## config.mk

```make
export PLATFORM = sky130hd
export DESIGN_NAME = noise_source_gen
export DESIGN_NICKNAME = d
export VERILOG_FILES = /design/src/rtl/noise_pkg.sv /design/src/rtl/noise_prescale.sv /design/src/rtl/noise_period_fsm.sv /design/src/rtl/noise_lfsr.sv /design/src/rtl/noise_source_gen.sv
export SDC_FILE = /design/constraint.sdc
export NUM_CORES = 1
export LEC_CHECK = 0
export BUFFER_PORTS_ARGS = -buffer_cell sky130_fd_sc_hd__buf_2
export CELL_PAD_IN_SITES_DETAIL_PLACEMENT = 0
export CELL_PAD_IN_SITES_GLOBAL_PLACEMENT = 1
export CORE_AREA = 3 3 65 67
export DETAILED_ROUTE_END_ITERATION = 8
export DIE_AREA = 0 0 68 70
export PLACE_DENSITY_LB_ADDON = 0.1
export SLEW_MARGIN = 0
export SYNTH_ARGS = -nofsm -noshare
export SYNTH_HDL_FRONTEND = slang
export SYNTH_HIERARCHICAL = 1
export SYNTH_SLANG_ARGS = --single-unit
```

## constraint.sdc

```tcl
create_clock -name clk -period 1.9 [get_ports clk]
set_input_delay 0.285 -clock clk [delete_from_list [all_inputs] [get_ports clk]]
set_output_delay 0.285 -clock clk [all_outputs]
set_load 0.05 [all_outputs]
```

## src/rtl/noise_pkg.sv

```systemverilog
package noise_pkg;
    localparam int LFSR_W   = 17;
    localparam int PRE_W    = 4;
    localparam int PER_W    = 5;
    localparam int TAP_A    = 0;
    localparam int TAP_B    = 3;
    localparam logic [LFSR_W-1:0] SEED = LFSR_W'(1);

    typedef enum logic [0:0] {
        S_WAIT = 1'b0,
        S_FIRE = 1'b1
    } per_state_t;
endpackage

```

## src/rtl/noise_prescale.sv

```systemverilog
module noise_prescale
    import noise_pkg::*;
#(
    parameter int DIV_W = PRE_W
) (
    input  logic clk,
    input  logic rst_n,
    input  logic ce,
    output logic pre_tick
);
    localparam logic [DIV_W-1:0] LAST = {DIV_W{1'b1}};

    logic [DIV_W-1:0] cnt_q;

    always_ff @(posedge clk) begin
        if (!rst_n)  cnt_q <= '0;
        else if (ce) cnt_q <= cnt_q + 1'b1;
    end

    always_comb pre_tick = ce && (cnt_q == LAST);

    // a prescaler tick is only ever produced on an enable pulse
    a_r2_tick_on_ce: assert property (@(posedge clk) disable iff (!rst_n)
        pre_tick |-> ce);
endmodule

```

## src/rtl/noise_period_fsm.sv

```systemverilog
module noise_period_fsm
    import noise_pkg::*;
#(
    parameter int CNT_W = PER_W
) (
    input  logic             clk,
    input  logic             rst_n,
    input  logic             pre_tick,
    input  logic [CNT_W-1:0] period,
    output logic             step
);
    localparam logic [CNT_W-1:0] ONE   = CNT_W'(1);
    localparam logic [CNT_W-1:0] TOP_T = {CNT_W{1'b1}} - ONE;

    per_state_t       state_q, state_d;
    logic [CNT_W-1:0] cnt_q;
    logic [CNT_W-1:0] eff;
    logic [CNT_W-1:0] term_val;
    logic             at_term;

    always_comb begin
        eff      = (period == '0) ? ONE : period;
        term_val = eff - ONE;
        at_term  = (cnt_q >= term_val);
    end

    always_comb begin
        state_d = state_q;
        unique case (state_q)
            S_WAIT: if (pre_tick && at_term) state_d = S_FIRE;  // wait_to_fire
            S_FIRE: state_d = S_WAIT;                           // fire_to_wait
            default: state_d = S_WAIT;
        endcase
    end

    always_ff @(posedge clk) begin
        if (!rst_n) state_q <= S_WAIT;
        else        state_q <= state_d;
    end

    always_ff @(posedge clk) begin
        if (!rst_n)        cnt_q <= '0;
        else if (pre_tick) cnt_q <= at_term ? '0 : cnt_q + 1'b1;
    end

    always_comb begin
        unique case (state_q)
            S_FIRE:  step = 1'b1;
            default: step = 1'b0;
        endcase
    end

    // the update strobe is a single-cycle pulse
    a_r2_fire_once: assert property (@(posedge clk) disable iff (!rst_n)
        (state_q == S_FIRE) |=> (state_q == S_WAIT));
    // lowering the period never lets the count run past the largest terminal value
    a_r7_cnt_bound: assert property (@(posedge clk) disable iff (!rst_n)
        cnt_q <= TOP_T);
    // a zero period fires on every prescaler tick
    a_r3_zero_fires: assert property (@(posedge clk) disable iff (!rst_n)
        (pre_tick && period == '0 && state_q == S_WAIT) |=> (state_q == S_FIRE));
endmodule

```

## src/rtl/noise_lfsr.sv

```systemverilog
module noise_lfsr
    import noise_pkg::*;
(
    input  logic              clk,
    input  logic              rst_n,
    input  logic              step,
    output logic [LFSR_W-1:0] sr,
    output logic              level
);
    logic [LFSR_W-1:0] sr_q;
    logic              lvl_q;
    logic              fb;

    always_comb fb = sr_q[TAP_A] ^ sr_q[TAP_B];

    always_ff @(posedge clk) begin
        if (!rst_n) begin
            sr_q  <= SEED;
            lvl_q <= 1'b0;
        end else if (step) begin
            sr_q  <= {fb, sr_q[LFSR_W-1:1]};
            lvl_q <= lvl_q ^ sr_q[TAP_A];
        end
    end

    always_comb begin
        sr    = sr_q;
        level = lvl_q;
    end

    // never all zeros
    a_r8_nonzero: assert property (@(posedge clk) disable iff (!rst_n)
        sr_q != '0);
    // nothing moves without an update strobe
    a_r6_hold: assert property (@(posedge clk) disable iff (!rst_n)
        !step |=> ($stable(sr_q) && $stable(lvl_q)));
    // the level flips exactly when the shifted-out bit was 1
    a_r5_toggle: assert property (@(posedge clk) disable iff (!rst_n)
        step |=> (lvl_q != $past(lvl_q)) == $past(sr_q[0]));
    // the old upper bits appear one place lower
    a_r4_shift: assert property (@(posedge clk) disable iff (!rst_n)
        step |=> (sr_q[LFSR_W-2:0] == $past(sr_q[LFSR_W-1:1])));
endmodule

```

## src/rtl/noise_source_gen.sv

```systemverilog
module noise_source_gen
    import noise_pkg::*;
#(
    parameter bit DBG_EN = 1'b1
) (
    input  logic              clk,
    input  logic              rst_n,
    input  logic              ce_1m,
    input  logic [PER_W-1:0]  period_i,
    output logic              noise_o,
    output logic [LFSR_W-1:0] lfsr_dbg_o
);
    logic              pre_tick;
    logic              step;
    logic [LFSR_W-1:0] sr;

    noise_prescale #(.DIV_W(PRE_W)) u_pre (
        .clk      (clk),
        .rst_n    (rst_n),
        .ce       (ce_1m),
        .pre_tick (pre_tick)
    );

    noise_period_fsm #(.CNT_W(PER_W)) u_fsm (
        .clk      (clk),
        .rst_n    (rst_n),
        .pre_tick (pre_tick),
        .period   (period_i),
        .step     (step)
    );

    noise_lfsr u_lfsr (
        .clk   (clk),
        .rst_n (rst_n),
        .step  (step),
        .sr    (sr),
        .level (noise_o)
    );

    generate
        if (DBG_EN) begin : g_dbg
            always_comb lfsr_dbg_o = sr;
        end else begin : g_nodbg
            always_comb lfsr_dbg_o = '0;
        end
    endgenerate

    // an update strobe always follows a prescaler tick by one clock
    a_r9_step_after_tick: assert property (@(posedge clk) disable iff (!rst_n)
        step |-> $past(pre_tick));
endmodule

```

After elaboration in Yosys (flattened, before gate mapping)

Cells that the tools add are included.

Bits in registers: 28
Output and inout port bits: 18

Add/subtract/negate cells: 3
Magnitude comparators: 1
Equal/unequal tests: 1
Mux-type cells: 5
Bitwise gates (word level): 3
Reduce and logical (&&, ||, !) cells: 3

Operators with widths:

| kind                                                               | number |
|---|---|
| 5-bit two-way mux                                                  | 2 |
| 5-bit by 1-bit adder with 5-bit output, second input constant      | 1 |
| 5-bit greater-or-equal comparator                                  | 1 |
| 5-bit logical NOT                                                  | 1 |
| 5-bit by 1-bit subtractor with 5-bit output, second input constant | 1 |
| 4-bit by 1-bit adder with 4-bit output, second input constant      | 1 |
| 4-bit equality test, second input constant                         | 1 |
| 1-bit logical AND                                                  | 2 |
| 1-bit two-way mux                                                  | 2 |
| 1-bit one-hot mux with 2 select lines                              | 1 |
| 1-bit bitwise XOR                                                  | 2 |
| 1-bit NOT                                                          | 1 |

Logic depth before layout (Yosys ltp)

Depth after elaboration: 7
Gate-level depth with buffers: 10

By module

The synthesis kept the hierarchy.

Modules (own cells, without submodules):

| module           | instances | cells each | area an instance (µm²) | sequential area each (µm²) |
|---|---|---|---|---|
| noise_lfsr       | 1         | 59         | 694.4                  | 360.3 |
| noise_period_fsm | 1         | 55         | 462.9                  | 120.1 |
| noise_prescale   | 1         | 18         | 187.7                  | 80.1 |

Least setup slack after synthesis

OpenSTA, ideal clock, no wires.

Path type: input port to flip-flop
Start: in period_i[3]
End: reg u_fsm.cnt_q[3]
Setup time: 0.086 ns
Arrival: 1.771 ns
Path slack: 0.043 ns
Stages: 9
Path buffers: 0
Cell sequence: nor2_1 a21oi_1 ha_1 xnor2_1 ha_1 a21o_1 a31oi_2 nor2_2 a211oi_1

Word-level cells in the longest chain between the ends: 5

RTL lines:

| what                                            | line                   | text |
|---|---|---|
| start: declaration                              | noise_source_gen.sv:9  | `input logic [PER_W-1:0] period_i,` |
| 5-bit logical NOT                               | noise_period_fsm.sv:22 | `eff = (period == '0) ? ONE : period;` |
| 5-bit two-way mux (*)                           | noise_period_fsm.sv:22 |  |
| 5-bit by 1-bit subtractor with 5-bit output (*) | noise_period_fsm.sv:23 | `term_val = eff - ONE;` |
| 5-bit greater-or-equal comparator (*)           | noise_period_fsm.sv:24 | `at_term = (cnt_q >= term_val);` |
| 5-bit two-way mux (*)                           | noise_period_fsm.sv:43 | `else if (pre_tick) cnt_q <= at_term ? '0 : cnt_q + 1'b1;` |
| end signal: assignment                          | noise_period_fsm.sv:43 |  |
| end: declaration                                | noise_period_fsm.sv:16 | `logic [CNT_W-1:0] cnt_q;` |

Mark *: on every way between the ends. The rest lies on a longest branch, timed or not.
A chain may end at the register's enable or synchronous reset.

Worst setup path in the final report

Start: in period_i[3]
End: reg u_fsm.cnt_q[4]

The elaborated chain is that of the path after synthesis.

==> reports/results.tsv <==
stage	metric	value	unit
run_status	outcome	complete, no violations	
sta	rsz0062_at_grt	false	
cts	clk_latency	0.26	ns
routing	routedWlPerCell	11.7	um
power	vdd_drop_max	0.245	mV
placed_design	place_hpwl	1770	um
setup_path	worstPathCellList	buf_2 > nor2_1 > a21oi_2 > ha_2 > xnor2_2 > ha_1 > a21o_1 > a31oi_4 > nor2_2 > a211oi_2	
setup_path	cp_slowest_cell	ha_1	
layout	nNetsFinal	181	
floorplan	die-area	4760	um^2
routing	dr.pass1.iters	4	
routing	drtIter0Drc	46	
routing	wl	2480	um
routing	drc	0	
setup_path	arrival	2.00	ns
layout	syn_to_final_growth	20.8	%
power	power_density	609	nW/um^2
logic_synthesis	ys_ff_latch	28	
layout	seq_area	561	um^2
logic_synthesis	synth_top_area_frac	0.417	
power	p_total	990	uW
routing	ant_nets	0	
sta	min_period	1.81	ns
logic_synthesis	synth_area_per_cell	10.2	um^2
floorplan	core-area	3690	um^2
cts	cts_inserted_buffers	3	
floorplan	start_util	0.365	
min_path	min_path_type	in2reg	
sta	final_hold_viol_count	0	
sta	setup_tns	0	ns
cts	cts_tree	done	
sta	slew_headroom	0.756	
routing	vias_per_cell	4.73	
global_route	antenna_found_initial	0	
setup_path	endpoint_kind	flop	
placed_design	gp_congestion	0.735	
layout	final_cell_mix	dfxtp_1, buf_2, mux2i_1, nor2b_1	
global_route	overflow	0	
logic_synthesis	synth_top_family_by_area	simple AND/OR/NAND/NOR gates	
power	leakagePower	0.000689	uW
setup_path	startpoint	period_i[3]	
placed_design	port_buffers	25	
cts	cts_setup_buffers	0	
setup_path	reg2reg_slack	0.32	ns
layout	fill_cells	371	
global_route	grt_pass1_wl	4130	um
setup_path	endpoint	u_fsm/cnt_q[4]$_SDFFE_PN0P_	
sta	clock.fmax	553	MHz
global_route	grt_max_degree	25	
sta	worst_pin_slew	0.365	ns
logic_synthesis	synthSimpleGateAreaFrac	0.193	
cts	clock_sinks	28	
sta	setup_viol	0	
global_route	grt_pass1_vias	1018	
cts	max-clock-path-buffers	2	
cts	clk_pin_slew_worst_paths	0.09	ns
layout	multi_input_area	774	um^2
layout	drive_above_1_share	0.288	
logic_synthesis	syn_nets	148	
run	maxCapViolations	0	
logic_synthesis	muxShareOfSynthArea	0.141	
sta	maxSlewViolCount	0	
logic_synthesis	synth-adder-area-share	0.0744	
floorplan	die_h	70	um
logic_synthesis	synth_xor_area_frac	0.0391	
setup_path	ff2ff_path_depth	6	
logic_synthesis	synthTopCellsByArea	dfxtp_1, mux2i_1, nor2b_1, ha_1, buf_6	
routing	vias	998	
sta	fin_crit_sh	0.952	
cts	h-tree-depth	1	
logic_synthesis	synth_top_area_cell	dfxtp_1	
logic_synthesis	yosysUniqueCellTypes	31	
logic_synthesis	synth_compound_area_frac	0.0977	
floorplan	die_x	68	um
floorplan	rows	22	
setup_path	critPathMaxFanout	4	
setup_path	crit_type	in2reg	
setup_path	slowest_delay	0.29	ns
logic_synthesis	synth_cells	132	
layout	final_common_cell	dfxtp_1	
sta	skew	0.00400	ns
global_route	track_usage	0.108	
setup_path	reg2reg_from	u_fsm/cnt_q[0]$_SDFFE_PN0P_	
setup_path	cp.required	2.09	ns
logic_synthesis	yosys_warnings	6	
logic_synthesis	yosysSeqAreaShare	0.417	
setup_path	cp-start-kind	primary input	
layout	n_antenna_cell	0	
cts	cts_root_buffer	clkbuf_8	
logic_synthesis	syn-cell-area	1350	um^2
floorplan	io_pins	26	
setup_path	r2r-end	u_fsm/cnt_q[4]$_SDFFE_PN0P_	
## worst max-delay path, delay by kind of cell
kind                       cells  cell delay (ns)
AOI/OAI and AO/OA              4             0.72
adders and majority gates      2             0.49
and+or+nand+nor                2             0.27
xor gates and xnor gates       1             0.13
buffers and inverters          1             0.11
## how the worst min path moves through the flow
| stage | from | end | slack (ns) | cells past startpoint |
|---|---|---|---|---|
| after global placement | u_pre/cnt_q[3]$_SDFFE_PN0P_ | u_pre/cnt_q[3]$_SDFFE_PN0P_ | 0.46 | 2 |
| after CTS | ce_1m | u_pre/cnt_q[2]$_SDFFE_PN0P_ | 0.34 | 3 |
| final | ce_1m | u_pre/cnt_q[2]$_SDFFE_PN0P_ | 0.35 | 3 |
| after floorplan | rst_n | u_lfsr/sr[14]$_SDFFE_PN0P_ | 0.41 | 1 |
| after detailed placement | u_pre/cnt_q[3]$_SDFFE_PN0P_ | u_pre/cnt_q[3]$_SDFFE_PN0P_ | 0.47 | 2 |
| after global routing | ce_1m | u_pre/cnt_q[3]$_SDFFE_PN0P_ | 0.38 | 3 |
## layout make-up
| cell class | count | area share |
|---|---|---|
| Multi-Input combinational cell | 97 | 0.477 |
| Clock buffer | 3 | 0.0254 |
| Inverter | 3 | 0.00693 |
| Sequential cell | 28 | 0.345 |
| Timing Repair Buffer | 32 | 0.109 |
| Tap cell | 48 | 0.0370 |
## metrics by stage
stage | hold slack [ns] | utilization | std cells | instance area [um^2] | setup slack [ns]
final | 0.354 | 0.441 | 211 | 1630 | 0.0920
after floorplan | 0.413 | - | 132 | 1350 | 0.0434
after detailed placement | 0.470 | 0.419 | 208 | 1540 | -0.296
after CTS | 0.344 | 0.432 | 211 | 1590 | 0.0275
after global routing | 0.376 | 0.441 | 211 | 1630 | 0.00660
after global placement | 0.456 | 0.419 | 208 | 1540 | -0.216
## Yosys cell counts, drive strengths merged
cell,count
nor2,7
a21oi,5
nor3,1
o21a,2
xor2,3
mux2i,19
nand3b,1
nor3b,1
a211oi,2
nand4,3
a31oi,1
inv,3
dfxtp,28
nand2b,5
o21ai,2
and3b,1
xnor2,3
nand2,8
a21o,2
buf,4
ha,8
and4,1
a21bo,1
o22ai,1
nor2b,17
o211ai,1
a21boi,2
## power breakdown
group	internal (uW)	switching, uW	total, uW
Sequential	591	4.68	596
Combinational	42.8	43.3	86.1
Clock	142	167	309
## cell families after synthesis
group | Yosys count
buffers and inverters | 7
muxes | 19
and+or+nand+nor | 45
AOI/OAI and AO/OA | 19
adders and majority gates | 8
DFF | 28
xor gates and xnor gates | 6
## repair_timing
item	in CTS	in global routing
hold buffers	0	0
endpoints found under the setup margin	2	5
gates resized for setup	1	7
pin swaps	0	0
## routing by layer
metal	up-vias	wire length, um	global-route usage
met5	-	0	0
met4	0	23	0.0464
met3	2	125	0.0209
met2	17	1220	0.190
met1	461	1100	0.122
li1	518	-	-
## flip-flops by register name (all words and copies together), names as in the netlist
register       count
u_lfsr/sr         17
u_fsm/state_q      1
u_fsm/cnt_q        5
u_lfsr/level       1
u_pre/cnt_q        4
(Power assumes the default switching activity.)
